$ cat config.mk
export PLATFORM = sky130hd
export DESIGN_NAME = tri_dim_agen
export DESIGN_NICKNAME = d
export VERILOG_FILES = /design/src/rtl/agen_pkg.sv /design/src/rtl/agen_side.sv /design/src/rtl/agen_dp.sv /design/src/rtl/agen_ctrl.sv /design/src/rtl/tri_dim_agen.sv
export SDC_FILE = /design/constraint.sdc
export NUM_CORES = 1
export LEC_CHECK = 0
export BUFFER_PORTS_ARGS = -buffer_cell sky130_fd_sc_hd__buf_2
export CAP_MARGIN = 20
export CORE_MARGIN = 5
export CORE_UTILIZATION = 40
export CTS_BUF_LIST = sky130_fd_sc_hd__clkbuf_8
export DETAILED_ROUTE_END_ITERATION = 7
export GPL_ROUTABILITY_DRIVEN = 1
export GPL_TIMING_DRIVEN = 0
export PLACE_DENSITY_LB_ADDON = 0.08
export SYNTH_ARGS = -nofsm -noshare
export SYNTH_HDL_FRONTEND = slang
export SYNTH_SLANG_ARGS = --single-unit
$ cat constraint.sdc
create_clock -name clk -period 4.8 [get_ports clk]
set_input_delay 1.44 -clock clk [delete_from_list [all_inputs] [get_ports clk]]
set_output_delay 1.44 -clock clk [all_outputs]
set_load 0.05 [all_outputs]
$ cat src/rtl/agen_pkg.sv
package agen_pkg;
  // option word bit positions
  localparam int OPT_W        = 6;
  localparam int OPT_SRC_HOLD = 0;
  localparam int OPT_DST_HOLD = 1;
  localparam int OPT_FRAME    = 2;
  localparam int OPT_FW_LSB   = 3;
  localparam int FIFO_W       = 3;

  // strobes from control to datapath
  typedef struct packed {
    logic init;        // capture start addresses and strides
    logic stepB;       // advance by array stride
    logic stepCLast;   // advance by frame stride from last array
    logic stepCFrame;  // advance by frame stride from frame start
  } agenStep_t;
endpackage

$ cat src/rtl/agen_side.sv
module agen_side #(
  parameter int ADDR_W = 32,
  parameter int CNT_W  = 16
) (
  input  logic                  clk,
  input  logic                  rstN,
  input  agen_pkg::agenStep_t   step,
  input  logic [ADDR_W-1:0]     ldBase,
  input  logic [CNT_W-1:0]      ldBIdx,
  input  logic [CNT_W-1:0]      ldCIdx,
  input  logic                  ldHold,
  output logic [ADDR_W-1:0]     addr
);
  localparam int EXT_W = ADDR_W - CNT_W;

  logic [ADDR_W-1:0] cur, frm, bStep, cStep;
  logic holdR;

  always_ff @(posedge clk or negedge rstN) begin
    if (!rstN) begin
      cur   <= '0;
      frm   <= '0;
      bStep <= '0;
      cStep <= '0;
      holdR <= 1'b0;
    end else if (step.init) begin
      cur   <= ldBase;
      frm   <= ldBase;
      bStep <= ldHold ? '0 : {{EXT_W{ldBIdx[CNT_W-1]}}, ldBIdx};
      cStep <= ldHold ? '0 : {{EXT_W{ldCIdx[CNT_W-1]}}, ldCIdx};
      holdR <= ldHold;
    end else if (step.stepB) begin
      cur <= cur + bStep;
    end else if (step.stepCLast) begin
      cur <= cur + cStep;
      frm <= cur + cStep;
    end else if (step.stepCFrame) begin
      cur <= frm + cStep;
      frm <= frm + cStep;
    end
  end

  assign addr = cur;


  hold_addr_chk: assert property (@(posedge clk) disable iff (!rstN)
    (holdR && !step.init) |=> $stable(cur));
endmodule

$ cat src/rtl/agen_dp.sv
module agen_dp #(
  parameter int ADDR_W = 32,
  parameter int CNT_W  = 16
) (
  input  logic                         clk,
  input  logic                         rstN,
  input  agen_pkg::agenStep_t          step,
  input  logic [ADDR_W-1:0]            cfgSrc,
  input  logic [ADDR_W-1:0]            cfgDst,
  input  logic [CNT_W-1:0]             cfgAcnt,
  input  logic [2*CNT_W-1:0]           cfgBIdx,
  input  logic [2*CNT_W-1:0]           cfgCIdx,
  input  logic [1:0]                   cfgHold,
  input  logic [agen_pkg::FIFO_W-1:0]  cfgFifoW,
  output logic [ADDR_W-1:0]            cmdSrc,
  output logic [ADDR_W-1:0]            cmdDst,
  output logic [CNT_W-1:0]             cmdBytes,
  output logic [agen_pkg::FIFO_W-1:0]  cmdFifoW
);
  localparam int SIDES = 2;

  logic [ADDR_W-1:0] sideBase [SIDES];
  logic [ADDR_W-1:0] sideAddr [SIDES];
  logic [CNT_W-1:0]  acntR;
  logic [agen_pkg::FIFO_W-1:0] fifoWR;

  assign sideBase[0] = cfgSrc;
  assign sideBase[1] = cfgDst;

  // side 0 = source (low halves), side 1 = destination (high halves)
  for (genvar s = 0; s < SIDES; s++) begin : g_side
    agen_side #(.ADDR_W(ADDR_W), .CNT_W(CNT_W)) i_side (
      .clk    (clk),
      .rstN   (rstN),
      .step   (step),
      .ldBase (sideBase[s]),
      .ldBIdx (cfgBIdx[s*CNT_W +: CNT_W]),
      .ldCIdx (cfgCIdx[s*CNT_W +: CNT_W]),
      .ldHold (cfgHold[s]),
      .addr   (sideAddr[s])
    );
  end

  always_ff @(posedge clk or negedge rstN) begin
    if (!rstN) begin
      acntR  <= '0;
      fifoWR <= '0;
    end else if (step.init) begin
      acntR  <= cfgAcnt;
      fifoWR <= cfgFifoW;
    end
  end

  assign cmdSrc   = sideAddr[0];
  assign cmdDst   = sideAddr[1];
  assign cmdBytes = acntR;
  assign cmdFifoW = fifoWR;
endmodule

$ cat src/rtl/agen_ctrl.sv
module agen_ctrl #(
  parameter int CNT_W = 16
) (
  input  logic                clk,
  input  logic                rstN,
  input  logic                cfgLoad,
  input  logic [CNT_W-1:0]    cfgBcnt,
  input  logic [CNT_W-1:0]    cfgCcnt,
  input  logic [CNT_W-1:0]    cfgReload,
  input  logic                cfgFrameSync,
  input  logic                syncEv,
  input  logic                cmdReady,
  output logic                cmdValid,
  output logic                done,
  output agen_pkg::agenStep_t step
);
  typedef enum logic [1:0] {S_IDLE, S_ARMED, S_ISSUE} ctrlState_t;
  localparam logic [CNT_W-1:0] ONE = CNT_W'(1);

  ctrlState_t state;
  logic [CNT_W-1:0] bLeft, cLeft, bFull, bRld;
  logic frameMode;
  logic accept, lastArr, lastFrame;

  assign accept    = (state == S_ISSUE) && cmdReady && !cfgLoad;
  assign lastArr   = (bLeft == ONE);
  assign lastFrame = (cLeft == ONE);
  assign cmdValid  = (state == S_ISSUE);

  always_comb begin
    step            = '0;
    step.init       = cfgLoad;
    step.stepB      = accept && !lastArr;
    step.stepCLast  = accept && lastArr && !lastFrame && !frameMode;
    step.stepCFrame = accept && lastArr && !lastFrame && frameMode;
  end

  always_ff @(posedge clk or negedge rstN) begin
    if (!rstN) begin
      state     <= S_IDLE;
      bLeft     <= '0;
      cLeft     <= '0;
      bFull     <= '0;
      bRld      <= '0;
      frameMode <= 1'b0;
      done      <= 1'b0;
    end else begin
      done <= accept && lastArr && lastFrame;
      if (cfgLoad) begin
        state     <= S_ARMED;
        bLeft     <= cfgBcnt;
        cLeft     <= cfgCcnt;
        bFull     <= cfgBcnt;
        bRld      <= cfgReload;
        frameMode <= cfgFrameSync;
      end else begin
        case (state)
          S_ARMED: if (syncEv) state <= S_ISSUE;
          S_ISSUE: if (cmdReady) begin
            if (!lastArr) begin
              bLeft <= bLeft - ONE;
              state <= frameMode ? S_ISSUE : S_ARMED;
            end else if (!lastFrame) begin
              cLeft <= cLeft - ONE;
              bLeft <= frameMode ? bFull : bRld;
              state <= S_ARMED;
            end else begin
              cLeft <= '0;
              state <= S_IDLE;
            end
          end
          default: ;
        endcase
      end
    end
  end


  counts_live_chk: assert property (@(posedge clk) disable iff (!rstN)
    (state != S_IDLE) |-> (bLeft != '0 && cLeft != '0));


  done_pulse_chk: assert property (@(posedge clk) disable iff (!rstN)
    done |=> !done);


  done_after_accept_chk: assert property (@(posedge clk) disable iff (!rstN)
    done |-> $past(cmdValid && cmdReady));


  idle_ignore_chk: assert property (@(posedge clk) disable iff (!rstN)
    (state == S_IDLE && !cfgLoad) |=> !cmdValid);


  one_per_event_chk: assert property (@(posedge clk) disable iff (!rstN)
    (cmdValid && cmdReady && !frameMode && !cfgLoad) |=> !cmdValid);
endmodule

$ cat src/rtl/tri_dim_agen.sv
module tri_dim_agen #(
  parameter int ADDR_W = 32,
  parameter int CNT_W  = 16
) (
  input  logic                   clk,
  input  logic                   rstN,
  input  logic                   cfgLoad,
  input  logic [ADDR_W-1:0]      cfgSrc,
  input  logic [ADDR_W-1:0]      cfgDst,
  input  logic [2*CNT_W-1:0]     cfgCounts,
  input  logic [CNT_W-1:0]       cfgCcnt,
  input  logic [CNT_W-1:0]       cfgReload,
  input  logic [2*CNT_W-1:0]     cfgBIdx,
  input  logic [2*CNT_W-1:0]     cfgCIdx,
  input  logic [5:0]             cfgOpt,
  input  logic                   syncEv,
  output logic                   cmdValid,
  input  logic                   cmdReady,
  output logic [ADDR_W-1:0]      cmdSrc,
  output logic [ADDR_W-1:0]      cmdDst,
  output logic [CNT_W-1:0]       cmdBytes,
  output logic [2:0]             cmdFifoW,
  output logic                   done
);
  import agen_pkg::*;

  agenStep_t step;

  agen_ctrl #(.CNT_W(CNT_W)) i_ctrl (
    .clk          (clk),
    .rstN         (rstN),
    .cfgLoad      (cfgLoad),
    .cfgBcnt      (cfgCounts[2*CNT_W-1:CNT_W]),
    .cfgCcnt      (cfgCcnt),
    .cfgReload    (cfgReload),
    .cfgFrameSync (cfgOpt[OPT_FRAME]),
    .syncEv       (syncEv),
    .cmdReady     (cmdReady),
    .cmdValid     (cmdValid),
    .done         (done),
    .step         (step)
  );

  agen_dp #(.ADDR_W(ADDR_W), .CNT_W(CNT_W)) i_dp (
    .clk      (clk),
    .rstN     (rstN),
    .step     (step),
    .cfgSrc   (cfgSrc),
    .cfgDst   (cfgDst),
    .cfgAcnt  (cfgCounts[CNT_W-1:0]),
    .cfgBIdx  (cfgBIdx),
    .cfgCIdx  (cfgCIdx),
    .cfgHold  ({cfgOpt[OPT_DST_HOLD], cfgOpt[OPT_SRC_HOLD]}),
    .cfgFifoW (cfgOpt[OPT_FW_LSB +: FIFO_W]),
    .cmdSrc   (cmdSrc),
    .cmdDst   (cmdDst),
    .cmdBytes (cmdBytes),
    .cmdFifoW (cmdFifoW)
  );


  stall_hold_chk: assert property (@(posedge clk) disable iff (!rstN)
    (cmdValid && !cmdReady && !cfgLoad) |=>
      (cmdValid && $stable(cmdSrc) && $stable(cmdDst) && $stable(cmdBytes)));
endmodule

* Word level (Yosys, flattened, before mapping)
Cells that the tools add are included.
** Storage, ports and cells
- Bits in registers :: 343
- Input bits :: 203
- Logic and storage cells :: 89
** Operators by class
- $add $sub $neg :: 8
- Equal/unequal tests :: 8
- Multiplexer cells :: 34
- Reductions and logical operators :: 22
** Operator list (number)
- two-way mux 32 bit :: 16
- adder 32 bit :: 6
- two-way mux 16 bit :: 11
- == test 16 x 1 -> 1 bit, second input constant :: 2
- subtractor 16 x 1 -> 16 bit, second input constant :: 2
- two-way mux 2 bit :: 5
- AND reduction 3 bit :: 3
- logical AND 1 bit :: 8
- inequality test 3 bit, second input constant :: 2
- nonzero test 2 bit :: 3
- nonzero test 3 bit :: 2
- logical NOT 1 bit :: 4
- one-hot mux 2 bit (2 select lines) :: 1
- nonzero test 4 bit :: 1
- inequality test 3 x 2 -> 1 bit, second input constant :: 1
- == test 2 x 1 -> 1 bit, second input constant :: 1
- == test 2 bit, second input constant :: 1
- inequality test 2 bit, second input constant :: 1
- AND reduction 2 bit :: 1
- two-way mux 1 bit :: 1

* Logic depth before layout (Yosys ltp)
- Depth in word-level cells :: 10
- Depth in mapped cells :: 21
- Gate-level depth less buffers :: 20

* Hierarchy
A second synthesis with hierarchy kept.
** Second synthesis, totals
- Cells, all modules :: 2268
- Area total of the unflattened synthesis :: 20549.7 µm²
** By module, submodules not included
- agen_side :: instances 2, cells each 907, area an instance 7906.3 µm², sequential area each 2402.3 µm²
- agen_ctrl :: instances 1, cells each 414, area an instance 3978.8 µm², sequential area each 1701.6 µm²
- agen_dp :: instances 1, cells each 40, area an instance 758.2 µm², sequential area each 475.5 µm²

* Least setup slack after synthesis
Ideal clock, no wire load.
- Kind :: in2reg
- Start :: input port cmdReady
- End :: register i_dp.g_side[0].i_side.cur[24]
- Arrival :: 5392 ps
- Path slack :: -717 ps
- Cell stages on the path :: 19
- Path buffers :: 1
- Path through :: nand3b_1 -> nor2_1 -> o311ai_4 -> nor2_2 -> clkbuf_1 -> mux2_2 -> ha_1 -> inv_1 -> fa_1 -> nand2b_1 -> a21oi_1 -> o211ai_1 -> a211oi_1 -> a2111oi_0 -> o31a_1 -> o21ai_0 -> xnor2_1 -> o221ai_1 -> mux2_2
** Between the ends
- Cells in the longest elaborated chain, start to end :: 8
** Ends and longest elaborated chain
- start, declared :: RTL line tri_dim_agen.sv:18 : input logic cmdReady,
- logical AND 1 bit (*) (2 in series) :: RTL line agen_ctrl.sv:25 : assign accept = (state == S_ISSUE) && cmdReady && !cfgLoad;
- logical AND 1 bit (2 in series) :: RTL line agen_ctrl.sv:34, agen_ctrl.sv:35
- logical AND 1 bit :: RTL line agen_ctrl.sv:34 : step.stepCLast = accept && lastArr && !lastFrame && !frameMode;
- two-way mux 32 bit :: RTL line agen_side.sv:34 : end else if (step.stepCLast) begin
- two-way mux 32 bit :: RTL line agen_side.sv:32 : end else if (step.stepB) begin
- two-way mux 32 bit :: RTL line agen_side.sv:26 : end else if (step.init) begin
- end signal, assigned :: RTL line agen_side.sv:27 : cur <= ldBase;
- end signal, assigned :: RTL line agen_side.sv:33 : cur <= cur + bStep;
- end signal, assigned :: RTL line agen_side.sv:35 : cur <= cur + cStep;
- end, declared :: RTL line agen_side.sv:16 : logic [ADDR_W-1:0] cur, frm, bStep, cStep;
Mark *: on every way between the ends. The rest lies on a longest branch, timed or not.
A chain may end at the register's enable or synchronous reset.

* Final worst setup path
- Start :: register i_ctrl.cLeft[6]
- End :: register i_dp.g_side[1].i_side.frm[30]
** Between the ends
- Cells in the longest elaborated chain, start to end :: 7
** Ends and longest elaborated chain
- start, declared :: RTL line agen_ctrl.sv:21 : logic [CNT_W-1:0] bLeft, cLeft, bFull, bRld;
- start signal, assigned :: RTL line agen_ctrl.sv:52 : cLeft <= cfgCcnt;
- start signal, assigned :: RTL line agen_ctrl.sv:64 : cLeft <= cLeft - ONE;
- == test 16 x 1 -> 1 bit (*) :: RTL line agen_ctrl.sv:27 : assign lastFrame = (cLeft == ONE);
- logical NOT 1 bit (*) :: RTL line agen_ctrl.sv:34, agen_ctrl.sv:35
- logical AND 1 bit (*) :: RTL line agen_ctrl.sv:34, agen_ctrl.sv:35
- logical AND 1 bit :: RTL line agen_ctrl.sv:34
- two-way mux 32 bit :: RTL line agen_side.sv:34
- two-way mux 32 bit :: RTL line agen_side.sv:32
- two-way mux 32 bit :: RTL line agen_side.sv:26
- end signal, assigned :: RTL line agen_side.sv:28 : frm <= ldBase;
- end signal, assigned :: RTL line agen_side.sv:36 : frm <= cur + cStep;
- end signal, assigned :: RTL line agen_side.sv:39 : frm <= frm + cStep;
- end, declared :: RTL line agen_side.sv:16
Mark *: on every way between the ends. The rest lies on a longest branch, timed or not. The select of a mux whose other input is x is not followed.

==> impl_results.md <==
- Power Dens Cells: 380.7 mW/mm^2
- Synth Register Bits: 279
- First-pass GRT wire length: 121.6 mm
- Fin crit period: 5.019 ns
- WL final: 82.44 mm
- Post-route clock period utilization: 1.046
- CP Launch Type: flop
- Mapped Area: 0.01944 mm^2
- Grt ovf: 0
- Num ports: 288
- Total GRT Usage: 0.2994
- Slew margin rel.: 0.2055
- Maximum VDD drop: 0.0002372 V
- Drt first-iter violations: 1645
- Worst Reg2Reg Path Length in Cells: 21
- Largest net degree at the start of global routing: 100
- PnR worst setup slack: -0.2194 ns
- I/O Buffers: 287
- Crit path cell chain: or3_4, or4_4, o311ai_4, nor2_4, buf_6, clkbuf_16, mux2_4, ha_4, inv_2, fa_2, nor2b_4, o31ai_4, a311o_1, o21ba_4, nor2_4, a21oi_4, o211ai_1, buf_4, a21oi_4, or4_4, nand3_2
- Worst-margin pin slew: 1.187 ns
- GPL Wtd Cong: 0.9409
- CTS tree: built
- Worst hold-check path type: flop to flop
- Syn Area/Cell: 9.045 um^2
- Maxcap violations: 0
- Lkg Pwr: 11.10 nW
- Worst-Skew Late Latency: 0.67 ns
- Clk buf depth: 3
- Yosys cell types: 75
- Flop-to-flop setup slack: -0.22 ns
- Top fanout value on the critical path: 4
- Fin nets: 2885
- DR DRC count: 0
- Fill cell count: 4540
- CTS clock-pin slew for the worst setup and hold paths: 0.07 ns
- Via count: 19.31k
- Die Y: 230.4 um
- RR Startpoint: i_ctrl.cLeft[6]
- HPWL Detailed: 61.47 mm
- Starting Density: 0.4054
- Initial antenna violation count: 5
- Hold buffers post-CTS: 0
- CP max stage cell: or4_4
- Hold_sp: i_dp.g_side[1].i_side.frm[15]
- Peak Freq: 199.2 MHz
- Final ANT Viol Nets: 0
- Pwr Total: 9.265 mW
- FF-to-FF End: i_dp.g_side[1].i_side.frm[30]
- Worst EP required: 5.41 ns
- Pre-antenna DRT Iters: 6
- RSZ-0062 raised after global routing: yes
- Slowest cell delay on critical path: 0.52 ns
- Core area: 0.04795 mm^2
- Die Footprint: 0.05310 mm^2
- CTS Root Cell: clkbuf_8
- Yosys Warn Count: 0
- Synth area leader: dfrtp_1
- Cells after Synth: 2149
- Vias in the first global route: 19.04k
- Status: complete, but fails checks
- Number of synthesized flops with an enable pin: 0
- Mapped Nets: 2490
- Critical Path AT: 5.63 ns
- Slew Limit Fails: 0
- Seq/Total Area, Yosys: 0.3592
- Area grow syn2layout: 25.19%
- Hold EP: i_dp.g_side[1].i_side.frm[15]
- Post-layout util: 0.5076
- Critical path class: flop to flop
- Total CTS buffers: 53
- Die width: 230.4 um
- Site Rows: 80
- Wire per inst: 25.75 um
- Main area contributors after synthesis: dfrtp_1 (36%), ha_1 (8.6%), mux2_2 (6.8%)
- DR vias/cell: 6.030
- Area share of the largest cell type after synthesis: 0.3592
- Clock Sinks: 279
- Final Hold Fails: 0
- Commonest register cell after synthesis: dfrtp_1
- H-tree depth: 2
- Share of layout cells above drive strength 1: 0.2631
- FFs w/ async S/R, synth: 1.000
- Hold Path Depth: 2
- Failing checks: setup timing
- Setup violations, final: 17
- CP Capture Type: flop
- Worst clock skew: 0.03994 ns
==> report_power, final <==
part           switching [mW]  internal (mW)
Clock                    1.13           1.29
Sequential              0.352           2.67
Combinational            2.36           1.47
Total                    3.84           5.42
==> metrics by stage <==
step                      cells  hold WS (ns)  instance area, um^2  setup TNS, ns  setup WS [ns]
final                      3202        0.4626                24340         -1.782        -0.2194
after global routing       3200        0.5006                24330         -4.120        -0.3404
after CTS                  3172        0.4662                23570        -0.9215        -0.1926
after detailed placement   3058        0.4523                22120         -82.00         -1.461
after global placement     3051        0.4454                21970        -998.62         -3.329
after floorplan            2149        0.4348                19770        -0.6614        -0.1602
==> worst max path at each step <==
stage / from / to / depth (start not counted)
6_report: i_ctrl.cLeft[6] / i_dp.g_side[1].i_side.frm[30] / 21
5_1_grt: i_ctrl.cLeft[6] / i_dp.g_side[0].i_side.addr[24] / 21
4_1_cts: i_ctrl.cLeft[6] / i_dp.g_side[0].i_side.addr[28] / 21
3_5_place_dp: cmdReady / i_dp.g_side[1].i_side.addr[31] / 18
3_3_place_gp: rstN / i_dp.g_side[0].i_side.addr[15] / 1
2_1_floorplan: cmdReady / i_dp.g_side[0].i_side.addr[24] / 19
==> worst max-delay path, delay by kind of cell (launching register included) <==
kind / cells / cell delay [ns]
compound gates: 7 / 1.50
fa+ha+maj: 2 / 0.52
buf+inv: 4 / 0.51
flops: 1 / 0.38
mux: 1 / 0.21
simple gates: 7 / 1.87
==> cell type report <==
class                           instances  area [um^2]  area share
Antenna cell                            2        5.005   0.0002057
Buffer                                103        498.0     0.02046
Clock buffer                           66        908.4     0.03733
Clock inverter                         30        163.9    0.006735
Inverter                               40        150.1    0.006170
Multi-Input combinational cell       1722        12830      0.5271
Sequential cell                       279         6983      0.2869
Tap cell                              615        769.5     0.03162
Timing Repair Buffer                  345         2031     0.08344
==> cells in the mapped netlist, types with 33 or more instances <==
| master | n |
|---|---|
| dfrtp_1 | 279 |
| nand2_1 | 236 |
| a21oi_1 | 189 |
| o21ai_0 | 171 |
| nor2_1 | 156 |
| ha_1 | 134 |
| mux2_2 | 117 |
| clkbuf_1 | 92 |
| xnor2_1 | 68 |
| a21o_1 | 61 |
| a22o_1 | 57 |
| xor2_1 | 53 |
| inv_1 | 40 |
| a211oi_1 | 34 |
| a22oi_1 | 34 |
| o211ai_1 | 33 |
==> cells in the final DEF, fill, tap and decap left out, types with 22 or more instances in the layout <==
cell	instances
a211oi_1	29
a21o_1	61
a21oi_1	169
a221oi_1	23
a22o_1	57
a22oi_1	33
buf_2	289
buf_4	41
clkbuf_1	80
clkbuf_8	68
dfrtp_1	278
ha_1	107
ha_4	23
inv_1	57
mux2_2	109
mux2i_1	25
nand2_1	234
nand3_1	27
nor2_1	150
nor3_1	24
o211ai_1	33
o21a_1	22
o21ai_0	143
xnor2_1	63
xor2_1	48
==> state kept, by name (all words and copies together), names as in the netlist, 2 cells and up <==
signal,count
i_dp.g_side.i_side.addr,64
i_dp.g_side.i_side.frm,64
i_dp.g_side.i_side.bStep,32
i_dp.g_side.i_side.cStep,32
i_ctrl.bFull,16
i_ctrl.bLeft,16
i_ctrl.bRld,16
i_ctrl.cLeft,16
i_dp.cmdBytes,16
i_dp.cmdFifoW,3
i_ctrl.state,2
==> what timing repair did <==
item,CTS,global route
gates resized for setup,40,113
setup buffers,21,28
hold endpoints to repair,0,0
setup endpoints to repair,95,49
pin swaps,19,67
==> routing by layer <==
metal,routed length [um],vias up,track usage
met2,37530,834,0.4812
met3,7069,170,0.06341
met4,3008,4,0.09920
met1,34820,9492,0.4047
li1,-,8808,-
met5,14,-,0
==> logic make-up (layout without fill, tap and decap cells) <==
logic type / count (synthesis) / in the layout / synth area share
AO/OA/AOI/OAI: 752 / 752 / 0.2548
XOR/XNOR: 121 / 121 / 0.05452
adder cells (fa/ha/maj): 138 / 138 / 0.09037
buffers and inverters: 148 / 584 / 0.02877
flip-flops: 279 / 279 / 0.3592
multiplexers: 142 / 142 / 0.08065
other: 0 / 2 / 0
AND/OR/NAND/NOR: 569 / 569 / 0.1317
Note: power is estimated with default switching activity, not from simulation.
